## config.mk

```make
export PLATFORM = sky130hd
export DESIGN_NAME = mbox_pair
export DESIGN_NICKNAME = d
export VERILOG_FILES = /design/src/rtl/mbox_pkg.sv /design/src/rtl/mbox_queue.sv /design/src/rtl/mbox_status.sv /design/src/rtl/mbox_pair.sv
export SDC_FILE = /design/constraint.sdc
export NUM_CORES = 1
export LEC_CHECK = 0
export BUFFER_PORTS_ARGS = -buffer_cell sky130_fd_sc_hd__buf_2
export CORE_MARGIN = 2
export CORE_UTILIZATION = 58
export DETAILED_ROUTE_END_ITERATION = 8
export GPL_TIMING_DRIVEN = 0
export PLACE_DENSITY = 0.88
export SYNTH_ARGS = -nofsm -noshare
export SYNTH_HDL_FRONTEND = slang
export SYNTH_SLANG_ARGS = --single-unit
```

## constraint.sdc

```tcl
create_clock -name clk -period 5.7 [get_ports clk]
set_input_delay 0.285 -clock clk [delete_from_list [all_inputs] [get_ports clk]]
set_output_delay 0.285 -clock clk [all_outputs]
set_load 0.1 [all_outputs]
```

## src/rtl/mbox_pkg.sv

```systemverilog
`timescale 1ns/1ps
package mbox_pkg;
  localparam int NCORE  = 2;
  localparam int ST_VLD = 0;
  localparam int ST_RDY = 1;
  localparam int ST_OVF = 2;
  localparam int ST_UDF = 3;
  localparam int ST_USED = 4;
endpackage

```

## src/rtl/mbox_queue.sv

```systemverilog
`timescale 1ns/1ps
module mbox_queue #(
  parameter int W     = 32,
  parameter int DEPTH = 8
) (
  input  logic         clk,
  input  logic         rst_n,
  input  logic         push,
  input  logic [W-1:0] push_data,
  input  logic         pop,
  output logic [W-1:0] pop_data,
  output logic         full,
  output logic         empty,
  output logic         push_drop,
  output logic         pop_drop
);
  localparam int AW = (DEPTH > 1) ? $clog2(DEPTH) : 1;
  localparam int CW = $clog2(DEPTH + 1);
  localparam logic [AW-1:0] LAST = AW'(DEPTH - 1);

  logic [W-1:0]  mem [DEPTH];
  logic [AW-1:0] wr_ptr, rd_ptr;
  logic [CW-1:0] cnt;
  logic          push_ok, pop_ok;

  assign empty     = (cnt == '0);
  assign full      = (cnt == CW'(DEPTH));
  assign pop_ok    = pop & ~empty;
  assign push_ok   = push & (~full | pop_ok);
  assign push_drop = push & ~push_ok;
  assign pop_drop  = pop & empty;
  assign pop_data  = empty ? '0 : mem[rd_ptr];

  function automatic logic [AW-1:0] step_ptr(input logic [AW-1:0] p);
    return (p == LAST) ? '0 : p + AW'(1);
  endfunction

  always_ff @(posedge clk) begin
    if (push_ok) mem[wr_ptr] <= push_data;
  end

  always_ff @(posedge clk) begin
    if (!rst_n) begin
      wr_ptr <= '0;
      rd_ptr <= '0;
      cnt    <= '0;
    end else begin
      if (push_ok) wr_ptr <= step_ptr(wr_ptr);
      if (pop_ok)  rd_ptr <= step_ptr(rd_ptr);
      case ({push_ok, pop_ok})
        2'b10:   cnt <= cnt + CW'(1);
        2'b01:   cnt <= cnt - CW'(1);
        default: cnt <= cnt;
      endcase
    end
  end

  AST_CNT_BOUND: assert property (@(posedge clk) disable iff (!rst_n)
    cnt <= CW'(DEPTH));
  AST_FULL_PUSH_KEEPS: assert property (@(posedge clk) disable iff (!rst_n)
    push_drop |=> (cnt == $past(cnt) && wr_ptr == $past(wr_ptr)));
  AST_EMPTY_POP_KEEPS: assert property (@(posedge clk) disable iff (!rst_n)
    pop_drop |=> rd_ptr == $past(rd_ptr));
  AST_UNDERFLOW_ZERO: assert property (@(posedge clk) disable iff (!rst_n)
    pop_drop |-> pop_data == '0);
  AST_FULL_BOTH_OK: assert property (@(posedge clk) disable iff (!rst_n)
    (full && push && pop) |=> full);
endmodule

```

## src/rtl/mbox_status.sv

```systemverilog
`timescale 1ns/1ps
module mbox_status
  import mbox_pkg::*;
#(
  parameter int STAT_W = 32
) (
  input  logic              clk,
  input  logic              rst_n,
  input  logic              rx_nonempty,
  input  logic              tx_notfull,
  input  logic              push_drop,
  input  logic              pop_drop,
  input  logic              st_we,
  input  logic [STAT_W-1:0] st_wdata,
  output logic [STAT_W-1:0] st_rdata,
  output logic              irq
);
  logic ovf, udf;
  logic clr_ovf, clr_udf;

  assign clr_ovf = st_we & st_wdata[ST_OVF];
  assign clr_udf = st_we & st_wdata[ST_UDF];

  always_ff @(posedge clk) begin
    if (!rst_n) begin
      ovf <= 1'b0;
      udf <= 1'b0;
    end else begin
      ovf <= (ovf & ~clr_ovf) | push_drop;
      udf <= (udf & ~clr_udf) | pop_drop;
    end
  end

  always_comb begin
    st_rdata         = '0;
    st_rdata[ST_VLD] = rx_nonempty;
    st_rdata[ST_RDY] = tx_notfull;
    st_rdata[ST_OVF] = ovf;
    st_rdata[ST_UDF] = udf;
  end

  assign irq = rx_nonempty | ovf | udf;

  AST_OVF_STICKY: assert property (@(posedge clk) disable iff (!rst_n)
    (ovf && !clr_ovf) |=> ovf);
  AST_UDF_STICKY: assert property (@(posedge clk) disable iff (!rst_n)
    (udf && !clr_udf) |=> udf);
  AST_OVF_SET_WINS: assert property (@(posedge clk) disable iff (!rst_n)
    push_drop |=> st_rdata[ST_OVF]);
  AST_UDF_SET_WINS: assert property (@(posedge clk) disable iff (!rst_n)
    pop_drop |=> st_rdata[ST_UDF]);
  AST_IRQ_AFTER_ERR: assert property (@(posedge clk) disable iff (!rst_n)
    (push_drop || pop_drop) |=> irq);
endmodule

```

## src/rtl/mbox_pair.sv

```systemverilog
`timescale 1ns/1ps
module mbox_pair
  import mbox_pkg::*;
#(
  parameter int DATA_W = 32,
  parameter int DEPTH  = 8,
  parameter int STAT_W = 32
) (
  input  logic                         clk,
  input  logic                         rst_n,
  input  logic [NCORE-1:0]             tx_valid,
  input  logic [NCORE-1:0][DATA_W-1:0] tx_data,
  output logic [NCORE-1:0]             tx_ready,
  input  logic [NCORE-1:0]             rx_pop,
  output logic [NCORE-1:0]             rx_valid,
  output logic [NCORE-1:0][DATA_W-1:0] rx_data,
  input  logic [NCORE-1:0]             st_we,
  input  logic [NCORE-1:0][STAT_W-1:0] st_wdata,
  output logic [NCORE-1:0][STAT_W-1:0] st_rdata,
  output logic [NCORE-1:0]             irq
);
  // queue d carries words written by core d to the other core
  logic [NCORE-1:0]             q_full, q_empty, q_pdrop, q_rdrop, q_pop;
  logic [NCORE-1:0][DATA_W-1:0] q_head;

  for (genvar d = 0; d < NCORE; d++) begin : g_q
    localparam int PEER = NCORE - 1 - d;
    assign q_pop[d] = rx_pop[PEER];
    mbox_queue #(.W(DATA_W), .DEPTH(DEPTH)) u_q (
      .clk       (clk),
      .rst_n     (rst_n),
      .push      (tx_valid[d]),
      .push_data (tx_data[d]),
      .pop       (q_pop[d]),
      .pop_data  (q_head[d]),
      .full      (q_full[d]),
      .empty     (q_empty[d]),
      .push_drop (q_pdrop[d]),
      .pop_drop  (q_rdrop[d])
    );
  end

  for (genvar c = 0; c < NCORE; c++) begin : g_core
    localparam int PEER = NCORE - 1 - c;
    assign tx_ready[c] = ~q_full[c];
    assign rx_valid[c] = ~q_empty[PEER];
    assign rx_data[c]  = q_head[PEER];
    mbox_status #(.STAT_W(STAT_W)) u_st (
      .clk         (clk),
      .rst_n       (rst_n),
      .rx_nonempty (~q_empty[PEER]),
      .tx_notfull  (~q_full[c]),
      .push_drop   (q_pdrop[c]),
      .pop_drop    (q_rdrop[PEER]),
      .st_we       (st_we[c]),
      .st_wdata    (st_wdata[c]),
      .st_rdata    (st_rdata[c]),
      .irq         (irq[c])
    );
  end
endmodule

```

# ---- Yosys cells after proc, flatten, opt, wreduce, memory -nomap -nowiden
# Memory sizes are Yosys's and may differ from the RTL's. A register that Yosys moved wholly into a read port is not among the register bits.
# Cells that the tools add are included.
dict set report op_classes {
  div_mod_pow 0
  magnitude_cmp 0
  multipliers 0
  n_bitwise 36
  n_addsub 8
  n_eq_ne 10
  shift 0
  reduce_logical 4
  muxes 16
}
# cell count
set ops {}
lappend ops {{$mux W32} 2}
lappend ops {{$mux W3} 8}
lappend ops {{$and A1 B1 Y1} 16}
lappend ops {{$pmux W4 S2} 2}
lappend ops {{$add A3 B1 Y3 const B} 4}
lappend ops {{$eq A3 B3 Y1 const B} 4}
lappend ops {{$not A1 Y1} 10}
lappend ops {{$or A1 B1 Y1} 10}
lappend ops {{$add A4 B1 Y4 const B} 2}
lappend ops {{$eq A4 B4 Y1 const B} 2}
lappend ops {{$logic_not A4 Y1} 2}
lappend ops {{$sub A4 B1 Y4 const B} 2}
lappend ops {{$eq A2 B1 Y1 const B} 2}
lappend ops {{$eq A2 B2 Y1 const B} 2}
lappend ops {{$mux W1} 4}
lappend ops {{$reduce_bool A2 Y1} 2}
dict set report word_totals {
  regBits 24
  out_inout_bits 134
  mem_count 2
  rom_bits 0
  mem_bits_rw 512
  word_cells 86
  latchBits 0
  in_bits 136
}
# memory words word_bits read_ports rd_ports_with_merged_regs write_ports line
set mem_list {}
lappend mem_list {{g_q[0].u_q.mem} 8 32 1 1 1 mbox_queue.sv:21} ;# logic [W-1:0] mem [DEPTH];
lappend mem_list {{g_q[1].u_q.mem} 8 32 1 1 1 mbox_queue.sv:21}

# ---- Depth between registers and ports, before layout
dict set report depth {
  word_depth 8
  depth_mapped 12
  mapped_depth_nobuf 11
}

# ---- Hierarchy
# A second synthesis with hierarchy kept.
dict set report hier_totals {
  cells_unflattened 1076
  area_unflattened_um2 21550.7
}
# mod cells_per_inst seq_area_each_um2 area_per_inst_um2 n_inst
set by_module_without_submodules {}
lappend by_module_without_submodules {mbox_queue 494 7947.6 10447.5 2}
lappend by_module_without_submodules {mbox_status 42 40.0 320.3 2}
lappend by_module_without_submodules {mbox_pair 4 0.0 15.0 1}

# ---- Worst setup path after synthesis
# Ideal clock, no wire load.
dict set report synth_timing {
  path_type {register -> register}
  start {reg g_q[0].u_q.cnt[0]}
  end {mem g_q[0].u_q.mem[2][0], enable pin}
  slack_ns 1.019
  n_path_buf 1
  setup_ns 0.513
  stages_incl_launch_ff 5
  t_required_ns 5.187
  arrival_time_ns 4.168
  period_less_slack_ns 4.681
  cell_sequence {dfxtp_1 or4b_4 o21ai_2 buf_6 nor4b_1}
}
dict set report synth_via {
  word_cells_on_any_way 9
  classes_between {1 x eq/ne; 2 x mux; 5 x bitwise; 1 x reduce/logical}
}
# item line
set synth_lines {}
lappend synth_lines {{from (decl)} mbox_queue.sv:23} ;# logic [CW-1:0] cnt;
lappend synth_lines {{from (signal assigned)} mbox_queue.sv:51} ;# 2'b10: cnt <= cnt + CW'(1);
lappend synth_lines {{from (signal assigned)} mbox_queue.sv:52} ;# 2'b01: cnt <= cnt - CW'(1);
lappend synth_lines {{from (signal assigned)} mbox_queue.sv:53} ;# default: cnt <= cnt;
lappend synth_lines {{$eq A4 B4 Y1} mbox_queue.sv:27} ;# assign full = (cnt == CW'(DEPTH));
lappend synth_lines {{$not A1 Y1} n/a}
lappend synth_lines {{net g_core[0].u_st.tx_notfull} mbox_status.sv:10} ;# input logic tx_notfull,
lappend synth_lines {{$or A1 B1 Y1} mbox_queue.sv:29} ;# assign push_ok = push & (~full | pop_ok);
lappend synth_lines {{$and A1 B1 Y1} mbox_queue.sv:29}
lappend synth_lines {{$mux W1} mbox_queue.sv:39} ;# if (push_ok) mem[wr_ptr] <= push_data;
lappend synth_lines {{$mux W1 (not written as such)} mbox_queue.sv:39}
lappend synth_lines {{to (decl)} mbox_queue.sv:21}
# The timed path passes the listed nets, and every way through them passes these cells.

==> results.toml <==
[synth]
synth.area.top_cells = "edfxtp_1, mux4_2, mux2i_1, dfxtp_1, buf_4"
synth_top_area_share_pct = 71.6
synth_edf_count = 512
synth_seq_area_share_pct = 74.4
synthesis.instances = 1061
syn_area_um2 = 21500
synth.most_common_cell = "edfxtp_1"
yosysTopAreaCell = "edfxtp_1"
synthTopCellsByCount = "edfxtp_1, mux4_2, nor2_1"
yosysWarnings = 0
avgSynthCellArea_um2 = 20.2
ys_async_sr_fraction_pct = 0
synth_cell_types = 40
ys_ff_latch = 542
synthFlopType = "edfxtp_1"

[detailed_routing]
firstDrtPassIters = 5
drt_iter0_drc = 1340
final_antenna_net_count = 0
via_per_inst = 5.97
wl_per_cell_um = 26.2
drt-total-wl_mm = 51.0
vias = 11600
drc = 0

[timing]
tightest_slew_ns = 1.01
fin_skew_ns = 0.0138
slew_viol_final = 0
rsz0062_at_grt = "no"
min_period_ns = 3.30
relSlewSlack_pct = 33.0
post-route-period-util_pct = 58.0
setup_viol = 0
finalHoldViolations = 0
fmax_mhz = 303

[global_route]
antenna_found_initial = 2
grt-ovfl-total = 0
grtUsageTotal_pct = 27.0
grt_max_degree = 27
grt_pass1_wl_mm = 75.3
grt_pass1_vias = 12000

[critical_path]
arrival_ns = 3.02
max_stage_delay_ns = 0.67
path_cells = "clkbuf_2, buf_1, mux4_2, mux2i_1, nor2_1, buf_2"
crit_path_start_kind = "register"
worstPathMaxFanout = 10
path_depth = 6
required_ns = 5.41
endpoint = "rx_data[21]"
cp_top_family = "buffers and inverters"
r2r_slack_ns = 2.45
cp-end-kind = "output port"
worstRegToRegCells = 11
critPathBufInv = 3
rr_endpoint = "g_q[0].u_q.cnt[2]"
r2r-start = "g_q[0].u_q.cnt[0]"
cp_slowest_cell = "buf_1"
critPathKind = "register to output port"

[power_and_ir_drop]
ir_worst_vdd_mv = 0.618
powerDensity_nw_per_um2 = 522
leakage_nw = 8.91

[cts]
cts_max_level = 2
clkTransAtPathRegs_ns = 0.06
cts_buffers = 51
clk_latency_ns = 0.56
cts_tree = "built"
clock_sinks = 542
cts_setup_buffers = 0
cts.repair.resized = 0
clock_path_buffers = 3
cts_root_buf = "clkbuf_16"

[floorplanning]
dieArea_um2 = 38600
die_h_um = 196
die_w_um = 196
initial_utilization_pct = 58.8
ioPinCount = 270
row_count = 70
coreArea_um2 = 36500

[place]
port-buffer-count = 153
dp.cells = 1790
place_area_um2 = 23700
place_congestion = 0.730
post-dp-hpwl_mm = 30.4

[final_layout]
utilization_pct = 70.9
fin_nets = 1580
layout-drive-gt1-share_pct = 35.5
area_growth_syn_to_layout_pct = 20.6
layout.cells.non_filler = 1943
final_area_um2 = 25900

[job]
max-cap-violations = 0

[outcome]
status = "complete, no violations"

[min_path]
hp-class = "primary input to register"
[cells in the final DEF (no fill, tap or decap), types with 22 or more instances in the layout]
cell type and instances:
buf_2 168, buf_4 90, buf_6 31, clkbuf_1 26
clkbuf_16 53, conb_1 56, dfxtp_1 30, dlygate4sd3_1 55
edfxtp_1 512, mux2i_1 68, mux4_2 128, nand2_1 22
nor2_1 69
[metal layers]
metal  GRT usage (%)  part of all wire [%]  vias to the layer above  wire length, um
met2            47.5                    52                      742            26800
met4            9.32                   3.0                        2             1540
met3            5.18                   9.2                      118             4690
met5               0                 0.014                        -                7
li1                -                     -                     4893                -
met1            33.9                    35                     5853            18000
[area by class of cell]
cell class                      instances  area [um^2]
Sequential cell                       542        16000
Antenna cell                            3         7.51
Timing Repair Buffer                  261         1900
Clock buffer                           71         1430
Buffer                                120          771
Multi-Input combinational cell        450         5020
Clock inverter                         24          200
Fill cell                            2044        10600
Tap cell                              468          586
Inverter                                4         15.0
[timing repair]
action | in CTS | in global routing
setup endpoints to repair | 0 | 0
hold endpoints to repair | 414 | 0
hold buffers | 55 | 0
[power by group]
| group | total [W] | internal [W] | leakage, nW | switching [W] |
|---|---|---|---|---|
| clock | 0.00334 | 0.00190 | 0.799 | 0.00144 |
| combinational | 0.00554 | 0.00129 | 3.22 | 0.00425 |
| sequential | 0.00464 | 0.00455 | 4.89 | 0.0000964 |
[registers in the layout, indices dropped and copies added (netlist names), named ones only]
name,flops
g_core.u_st.ovf,2
g_core.u_st.udf,2
g_q.u_q.cnt,8
g_q.u_q.rd_ptr,6
g_q.u_q.mem,512
g_q.u_q.wr_ptr,6
[metrics by stage]
stage	setup WS, ns	hold WS, ns	TNS (ns)	power (W)
after floorplan	1.02	0.384	0	0.00916
after global placement	-2.09	0.493	-241.02	0.0100
after detailed placement	2.60	0.513	0	0.0101
after CTS	2.40	0.000496	0	0.0135
after global routing	2.26	0.0135	0	0.0139
final	2.40	0.0209	0	0.0135
[logic make-up after synthesis]
logic type / after synthesis / synth area share [%]
other cells: 1 / 0.0175
xor+xnor: 6 / 0.245
fa+ha+maj: 14 / 0.815
mux: 196 / 16.6
simple gates: 146 / 3.31
buf+inv: 124 / 3.66
flops: 542 / 74.4
compound gates: 32 / 0.996
[how the worst min path moves through the flow]
stage	from	to	slack [ns]	cells past startpoint
3_5_place_dp	g_q[1].u_q.rd_ptr[2]	g_q[1].u_q.rd_ptr[2]	0.51	2
5_1_grt	tx_data[61]	g_q[1].u_q.mem[7][29]	0.01	1
2_1_floorplan	tx_data[0]	g_q[0].u_q.mem[0][0]	0.38	0
6_report	tx_data[62]	g_q[1].u_q.mem[3][30]	0.02	1
4_1_cts	tx_data[62]	g_q[1].u_q.mem[1][30]	0.0005	1
3_3_place_gp	g_q[1].u_q.cnt[3]	g_q[1].u_q.cnt[3]	0.49	2
No activity file was read; power rests on OpenSTA's default activity.
